--- config.mk ---
export PLATFORM = sky130hd
export DESIGN_NAME = wt_mult
export DESIGN_NICKNAME = d
export VERILOG_FILES = /design/src/rtl/wt_pkg.sv /design/src/rtl/wt_cells.sv /design/src/rtl/wt_ppgen.sv /design/src/rtl/wt_layer.sv /design/src/rtl/wt_final.sv /design/src/rtl/wt_mult.sv
export SDC_FILE = /design/constraint.sdc
export NUM_CORES = 1
export LEC_CHECK = 0
export BUFFER_PORTS_ARGS = -buffer_cell sky130_fd_sc_hd__buf_2
export CAP_MARGIN = 20
export CORE_MARGIN = 8
export CORE_UTILIZATION = 40
export DETAILED_ROUTE_END_ITERATION = 8
export GPL_TIMING_DRIVEN = 0
export PLACE_DENSITY = 0.67
export SKIP_LAST_GASP = 1
export SYNTH_ARGS = -nofsm -noshare
export SYNTH_HDL_FRONTEND = slang
export SYNTH_SLANG_ARGS = --single-unit
--- constraint.sdc ---
create_clock -name vclk -period 5.88
set_input_delay 0.882 -clock vclk [all_inputs]
set_output_delay 0.882 -clock vclk [all_outputs]
set_load 0.1 [all_outputs]
--- src/rtl/wt_pkg.sv ---
package wt_pkg;

   localparam int MAX_COLS = 128;

   // outputs that stay in a column of height h (sums, half-adder sum, pass wire)
   function automatic int own_out(int h);
      return h / 3 + (((h % 3) != 0) ? 1 : 0);
   endfunction

   // carries that a column of height h sends one column up
   function automatic int car_out(int h);
      return h / 3 + (((h % 3) == 2) ? 1 : 0);
   endfunction

   function automatic int pp_lo(int n, int c);
      return (c > n - 1) ? c - n + 1 : 0;
   endfunction

   function automatic int pp_hi(int n, int c);
      return (c < n - 1) ? c : n - 1;
   endfunction

   // wire count of column c entering layer l (layer 0 = raw partial products)
   function automatic int col_h(int n, int l, int c);
      int h [MAX_COLS];
      int t [MAX_COLS];
      for (int k = 0; k < MAX_COLS; k++) begin
         h[k] = 0;
         t[k] = 0;
      end
      for (int k = 0; k < 2 * n - 1; k++)
         h[k] = pp_hi(n, k) - pp_lo(n, k) + 1;
      for (int s = 0; s < l; s++) begin
         for (int k = 0; k < 2 * n; k++)
            t[k] = own_out(h[k]) + ((k > 0) ? car_out(h[k-1]) : 0);
         for (int k = 0; k < 2 * n; k++)
            h[k] = t[k];
      end
      if (c < 0 || c >= 2 * n)
         return 0;
      return h[c];
   endfunction

   function automatic int col_off(int n, int l, int c);
      int acc;
      acc = 0;
      for (int k = 0; k < c; k++)
         acc += col_h(n, l, k);
      return acc;
   endfunction

   function automatic int layer_tot(int n, int l);
      return col_off(n, l, 2 * n);
   endfunction

   function automatic int max_h(int n, int l);
      int m;
      m = 0;
      for (int k = 0; k < 2 * n; k++)
         if (col_h(n, l, k) > m)
            m = col_h(n, l, k);
      return m;
   endfunction

   function automatic int num_layers(int n);
      int l;
      l = 0;
      while (max_h(n, l) > 2 && l < 40)
         l++;
      return l;
   endfunction

endpackage

--- src/rtl/wt_cells.sv ---
module wt_fa (
   input  logic a,
   input  logic b,
   input  logic ci,
   output logic s,
   output logic co
);
   assign s  = a ^ b ^ ci;
   assign co = (a & b) | (ci & (a ^ b));
endmodule

module wt_ha (
   input  logic a,
   input  logic b,
   output logic s,
   output logic co
);
   assign s  = a ^ b;
   assign co = a & b;
endmodule

--- src/rtl/wt_ppgen.sv ---
module wt_ppgen
   import wt_pkg::*;
#(
   parameter int N = 8
) (
   input  logic [N-1:0]                op_a,
   input  logic [N-1:0]                op_b,
   output logic [layer_tot(N, 0)-1:0]  pp
);
   localparam int W = 2 * N;

   for (genvar c = 0; c < W - 1; c++) begin : g_col
      localparam int LO  = pp_lo(N, c);
      localparam int HI  = pp_hi(N, c);
      localparam int OFF = col_off(N, 0, c);
      for (genvar i = LO; i <= HI; i++) begin : g_bit
         assign pp[OFF + i - LO] = op_a[i] & op_b[c - i];
      end
   end
endmodule

--- src/rtl/wt_layer.sv ---
module wt_layer
   import wt_pkg::*;
#(
   parameter int N = 8,
   parameter int L = 0
) (
   input  logic [layer_tot(N, L)-1:0]    din,
   output logic [layer_tot(N, L+1)-1:0]  dout
);
   localparam int W = 2 * N;

   for (genvar c = 0; c < W; c++) begin : g_col
      localparam int H   = col_h(N, L, c);
      localparam int NF  = H / 3;
      localparam int REM = H % 3;
      localparam int IB  = col_off(N, L, c);
      localparam int OB  = col_off(N, L + 1, c);
      localparam bit TOP = (c == W - 1);
      localparam int CN  = TOP ? 0 : col_off(N, L + 1, c + 1) + own_out(col_h(N, L, c + 1));

      for (genvar k = 0; k < NF; k++) begin : g_fa
         if (TOP) begin : g_sum_only
            assign dout[OB + k] = din[IB + 3*k] ^ din[IB + 3*k + 1] ^ din[IB + 3*k + 2];
         end else begin : g_cell
            wt_fa u_fa (
               .a  (din[IB + 3*k]),
               .b  (din[IB + 3*k + 1]),
               .ci (din[IB + 3*k + 2]),
               .s  (dout[OB + k]),
               .co (dout[CN + k])
            );
         end
      end

      if (REM == 2) begin : g_half
         if (TOP) begin : g_sum_only
            assign dout[OB + NF] = din[IB + 3*NF] ^ din[IB + 3*NF + 1];
         end else begin : g_cell
            wt_ha u_ha (
               .a  (din[IB + 3*NF]),
               .b  (din[IB + 3*NF + 1]),
               .s  (dout[OB + NF]),
               .co (dout[CN + NF])
            );
         end
      end else if (REM == 1) begin : g_pass
         assign dout[OB + NF] = din[IB + 3*NF];
      end
   end
endmodule

--- src/rtl/wt_final.sv ---
module wt_final
   import wt_pkg::*;
#(
   parameter int N           = 8,
   parameter int L           = 0,
   parameter int FINAL_ADDER = 0
) (
   input  logic [layer_tot(N, L)-1:0]  din,
   output logic [2*N-1:0]              prod
);
   localparam int W = 2 * N;

   logic [W-1:0] row0;
   logic [W-1:0] row1;

   for (genvar c = 0; c < W; c++) begin : g_col
      localparam int H   = col_h(N, L, c);
      localparam int OFF = col_off(N, L, c);
      if (H >= 1) begin : g_r0
         assign row0[c] = din[OFF];
      end else begin : g_r0z
         assign row0[c] = 1'b0;
      end
      if (H == 2) begin : g_r1
         assign row1[c] = din[OFF + 1];
      end else begin : g_r1z
         assign row1[c] = 1'b0;
      end
   end

   if (FINAL_ADDER == 0) begin : g_beh
      assign prod = row0 + row1;
   end else begin : g_ripple
      logic [W-1:0] cy;
      assign cy[0] = 1'b0;
      for (genvar k = 0; k < W - 1; k++) begin : g_bit
         wt_fa u_fa (
            .a  (row0[k]),
            .b  (row1[k]),
            .ci (cy[k]),
            .s  (prod[k]),
            .co (cy[k+1])
         );
      end
      assign prod[W-1] = row0[W-1] ^ row1[W-1] ^ cy[W-1];
   end
endmodule

--- src/rtl/wt_mult.sv ---
module wt_mult
   import wt_pkg::*;
#(
   parameter int N           = 8,
   parameter int FINAL_ADDER = 0
) (
   input  logic [N-1:0]   op_a,
   input  logic [N-1:0]   op_b,
   output logic [2*N-1:0] prod
);
   localparam int NL = num_layers(N);

   if (N < 2 || N > 32) begin : g_bad_width
      $error("wt_mult: N must lie in 2..32");
   end
   if (FINAL_ADDER != 0 && FINAL_ADDER != 1) begin : g_bad_adder
      $error("wt_mult: FINAL_ADDER must be 0 or 1");
   end

   for (genvar l = 0; l <= NL; l++) begin : g_lay
      localparam int T = layer_tot(N, l);
      logic [T-1:0] v;
      if (l == 0) begin : g_src
         wt_ppgen #(.N(N)) u_pp (
            .op_a (op_a),
            .op_b (op_b),
            .pp   (v)
         );
      end else begin : g_red
         wt_layer #(.N(N), .L(l - 1)) u_layer (
            .din  (g_lay[l-1].v),
            .dout (v)
         );
      end
   end

   wt_final #(.N(N), .L(NL), .FINAL_ADDER(FINAL_ADDER)) u_final (
      .din  (g_lay[NL].v),
      .prod (prod)
   );
endmodule


### Word level (Yosys, flattened, before mapping)

Cells that the tools add are included.

| storage, ports and cells | value |
|---|---|
| flip-flop bits (word level) | 0 |
| bits of input ports | 16 |
| output and inout port bits | 16 |
| logic and storage cells | 294 |

| operators by class | value |
|---|---|
| add/sub/neg operators | 1 |
| bitwise gates (word level) | 293 |

Operators with widths:

| operator | number |
|---|---|
| 1-bit AND | 160 |
| 1-bit bitwise XOR | 97 |
| 1-bit bitwise OR | 36 |
| 16-bit adder | 1 |

### Logic depth before layout (Yosys ltp)

| depth | value |
|---|---|
| depth in word-level cells | 12 |
| depth in mapped cells | 16 |
| depth with buffers taken out | 15 |

### Modules after synthesis

Synthesis repeated with hierarchy kept, for this count alone.

| second synthesis, totals | value |
|---|---|
| cells, all modules | 215 |
| area, all modules | 2093.3 um^2 |

Modules (own cells, without submodules):

| module | times used | cells an instance | area an instance (um^2) | seq. area each (um^2) |
|---|---|---|---|---|
| wt_fa | 36 | 1 | 20.0 | 0.0 |
| wt_final | 1 | 67 | 490.5 | 0.0 |
| wt_ppgen | 1 | 64 | 400.4 | 0.0 |
| wt_ha | 24 | 1 | 12.5 | 0.0 |
| wt_layer at g_lay[1].g_red.u_layer ... | 2 | 6 | 45.0 | 0.0 |
| wt_layer at g_lay[3].g_red.u_layer | 1 | 7 | 52.6 | 0.0 |
| wt_layer at g_lay[4].g_red.u_layer | 1 | 5 | 38.8 | 0.0 |

### Worst setup path before layout

Ideal clock, no wire load.

| timing path | value |
|---|---|
| path type | input-to-output |
| from | in op_a[5] |
| to | out prod[12] |
| arrival time | 5832 ps |
| slack | -834 ps |
| stages | 15 |
| buffers on the path | 1 |
| cell sequence | clkbuf_1 -> nand2_1 -> fa_1 -> fa_1 -> inv_1 -> fa_1 -> inv_1 -> fa_1 -> inv_1 -> ha_1 -> nand3_1 -> o2111ai_2 -> a21o_1 -> a21oi_2 -> xnor2_1 |

| on the way | value |
|---|---|
| word-level cells in the longest chain between the ends | 11 |
| elaborated cells on any way between the ends | 143 |

Ends and longest elaborated chain:

| what | line | text |
|---|---|---|
| start: declaration | wt_mult.sv:7 | `input logic [N-1:0] op_a,` |
| 1-bit AND | wt_ppgen.sv:17 | `assign pp[OFF + i - LO] = op_a[i] & op_b[c - i];` |
| 1-bit bitwise XOR or 1-bit AND (tied branches) | wt_cells.sv:8, wt_cells.sv:9 |  |
| 1-bit bitwise XOR or 1-bit bitwise OR (tied branches) | wt_cells.sv:8, wt_cells.sv:9 |  |
| 1-bit bitwise XOR | wt_cells.sv:8, wt_cells.sv:9 |  |
| 1-bit bitwise XOR or 1-bit AND (tied branches) | wt_cells.sv:8, wt_cells.sv:9 |  |
| 1-bit bitwise XOR or 1-bit bitwise OR (tied branches) | wt_cells.sv:8, wt_cells.sv:9 |  |
| 1-bit bitwise XOR or 1-bit AND (tied branches) | wt_cells.sv:8, wt_cells.sv:9 |  |
| 1-bit bitwise XOR or 1-bit bitwise OR (tied branches) | wt_cells.sv:8, wt_cells.sv:9 |  |
| 1-bit AND | wt_cells.sv:9 | `assign co = (a & b) \| (ci & (a ^ b));` |
| 1-bit bitwise OR | wt_cells.sv:9 |  |
| 16-bit adder * | wt_final.sv:32 | `assign prod = row0 + row1;` |
| end: declaration | wt_mult.sv:9 | `output logic [2*N-1:0] prod` |

Every way passes the cells marked *; elsewhere a longest branch is shown, timed or not.

### Worst setup path after layout

| timing path | value |
|---|---|
| from | in op_b[5] |
| to | out prod[13] |

| on the way | value |
|---|---|
| word-level cells in the longest chain between the ends | 11 |
| elaborated cells on any way between the ends | 148 |

Ends and longest elaborated chain:

| what | line | text |
|---|---|---|
| start: declaration | wt_mult.sv:8 | `input logic [N-1:0] op_b,` |
| 1-bit AND | wt_ppgen.sv:17 |  |
| 1-bit bitwise XOR or 1-bit AND (tied branches) | wt_cells.sv:8, wt_cells.sv:9 |  |
| 1-bit bitwise XOR, or another cell as far along | wt_cells.sv:8 | `assign s = a ^ b ^ ci;` |
| 1-bit bitwise XOR or 1-bit bitwise OR (tied branches) | wt_cells.sv:8, wt_cells.sv:9 |  |
| 1-bit AND, or another cell as far along | wt_cells.sv:9 |  |
| 1-bit bitwise OR or 1-bit bitwise XOR (tied branches) | wt_cells.sv:9, wt_cells.sv:8 |  |
| 1-bit AND or 1-bit bitwise XOR (tied branches) | wt_cells.sv:9, wt_cells.sv:8 |  |
| 1-bit bitwise OR or 1-bit bitwise XOR (tied branches) | wt_cells.sv:9, wt_cells.sv:8 |  |
| 1-bit AND | wt_cells.sv:9 |  |
| 1-bit bitwise OR | wt_cells.sv:9 |  |
| 16-bit adder * | wt_final.sv:32 |  |

Marks and branches as above.

==> results.sh <==
export IMPL_yosys_top_cells_area="fa_1 38%, ha_1 20%, and2_1 12%"
export IMPL_dpl_worst_slack_ps=-352
export IMPL_finalSetupTns_ps=0
export IMPL_synth_nets=319
export IMPL_clock_fmax_ghz=0.175
export IMPL_syn_area_per_cell_um2=8.66
export IMPL_insertedDiodeCount=0
export IMPL_dpl_hpwl_mm=3.58
export IMPL_rsz0062_at_grt="no"
export IMPL_grt_total_usage_pct=11.4
export IMPL_min_path_type="input port to output port"
export IMPL_worst_pin_slew_ps=490
export IMPL_end_kind="output port"
export IMPL_core_um2=4980
export IMPL_first_iter_violations=37
export IMPL_cp_arrival_ps=4820
export IMPL_crit_top_cell="fa_1"
export IMPL_worst_path_buf_inv=4
export IMPL_fillCellCount=486
export IMPL_fin_crit_sh_pct=97.0
export IMPL_holdPathEnd="prod[0]"
export IMPL_overflow=0
export IMPL_crit_type="input port to output port"
export IMPL_cp_start_kind="input port"
export IMPL_fin_nets=353
export IMPL_seq_area_frac_synth_pct=0
export IMPL_portBuffers=31
export IMPL_setup_viol=0
export IMPL_finalHoldViolCount=0
export IMPL_status="finished, final reports clean"
export IMPL_grt_pass1_wl_mm=7.10
export IMPL_critPathTopFamily="adder cells"
export IMPL_max_stage_delay_ps=550
export IMPL_drive_above_1_share_pct=23.8
export IMPL_area_growth_pct=24.8
export IMPL_seq_area_um2=0
export IMPL_fin_util_pct=50.6
export IMPL_antenna_left=0
export IMPL_grt_max_degree=9
export IMPL_post_place_cells=334
export IMPL_yosys_cell_types_count=23
export IMPL_firstDrtPassIters=2
export IMPL_cap_violations=0
export IMPL_seq_cells=0
export IMPL_period_minus_slack_ps=5700
export IMPL_cp_required_ps=5000
export IMPL_hold_start="op_b[0]"
export IMPL_gp_congestion=0.827
export IMPL_wl_per_cell_um=12.4
export IMPL_crit_cells=16
export IMPL_cp_max_fo=8
export IMPL_antenna_found_initial=0
export IMPL_path_cells="buf_2, and2_1, fa_1, fa_1, inv_1, fa_1, inv_1, ha_1, ha_1, fa_2, a21oi_4, nor2b_4, a311oi_4, a21oi_2, xor2_4, buf_12"
export IMPL_min_path_cells=3
export IMPL_rows=26
export IMPL_wirelength_mm=4.17
export IMPL_grt_pass1_vias=1656
export IMPL_syn_inst=233
export IMPL_netlist_area_um2=2020
export IMPL_dieArea_um2=7570
export IMPL_synth_largest_area_cell="fa_1"
export IMPL_drc=0
export IMPL_yosysWarnings=0
export IMPL_slew_headroom_pct=67.5
export IMPL_vias=1570
export IMPL_final_max_slew_viol_count=0
export IMPL_synth_top_area_share_pct=37.7
export IMPL_worst_slack_ps=178
export IMPL_num_clock_buffers=0
export IMPL_chipHeight_um=87.0
export IMPL_start_util_pct=40.5
export IMPL_via_per_inst=4.69
export IMPL_ios=32
export IMPL_cp_slowest_cell="fa_1"
export IMPL_die_width_um=87.0
export IMPL_final_cells=335
## layer usage
metal	vias to the layer above	global-route usage, %	wire length, um
met5	-	0	0
met4	0	0	0
met3	0	0.377	100
met2	17	21.9	2270
met1	787	14.3	1800
li1	766	-	-
## kinds of logic (layout without fill, tap and decap cells)
logic type | after synthesis | count (layout) | synth area share, %
simple gates | 79 | 79 | 20.1
buf+inv | 58 | 90 | 11.5
xor+xnor | 10 | 10 | 4.34
fa+ha+maj | 70 | 70 | 57.6
compound gates | 16 | 16 | 6.45
## what timing repair did
action | 4_1_cts | 5_1_grt
resized for setup | 19 | 19
setup buffers | 0 | 1
endpoints found under the setup margin | 5 | 7
pin swaps | 4 | 10
hold buffers | 0 | 0
## cell usage in the layout (no fill, tap or decap), types with 2 or more instances in the layout
cell type	count
xnor2_2	2
a21oi_1	2
buf_4	6
fa_1	37
nand2_1	27
ha_4	2
xnor2_4	2
clkbuf_4	2
ha_1	29
and2_4	2
and2_1	37
xnor2_1	3
nand3_1	2
nor2_1	6
a31oi_2	2
inv_1	51
buf_2	24
buf_12	2
a21oi_2	3
inv_2	2
## worst max-delay path by stage
stage / startpoint / end
after floorplan: op_a[5] / prod[9]
after global placement: op_b[7] / prod[15]
after detailed placement: op_b[7] / prod[15]
after CTS: op_b[7] / prod[15]
after global routing: op_b[7] / prod[12]
final: op_b[5] / prod[13]
## stage by stage
step                      hold WS [ps]  instance area, um2
after floorplan                   2220                2100
after global placement            2330                2340
after detailed placement          2330                2340
after CTS                         2330                2420
after global routing              2350                2520
final                             2330                2520
## cell usage after synthesis
cell type and count:
nor2b_1 2, a311oi_2 1, a21boi_2 1, buf_4 4
a21o_1 1, and2_1 39, xnor2_1 7, clkbuf_1 1
and3_1 1, o2bb2ai_1 1, nor2_1 6, o21a_1 1
o21ai_0 1, nand2_1 28, fa_1 38, a21oi_2 3
o2111ai_2 1, ha_1 32, nand3_1 3, a21oi_1 3
inv_1 53, a31oi_1 3, xor2_1 3
## cell type report
type	instances	area, um2	area share [%]
multi-input combinational	175	1980	78.6
timing repair buffer	32	216	8.60
inverter	53	199	7.90
tap	70	87.6	3.48
buffer	5	35.0	1.39
Power is not shown: default switching activity piles up to over one toggle a cycle in this logic, so the estimate is an artifact.
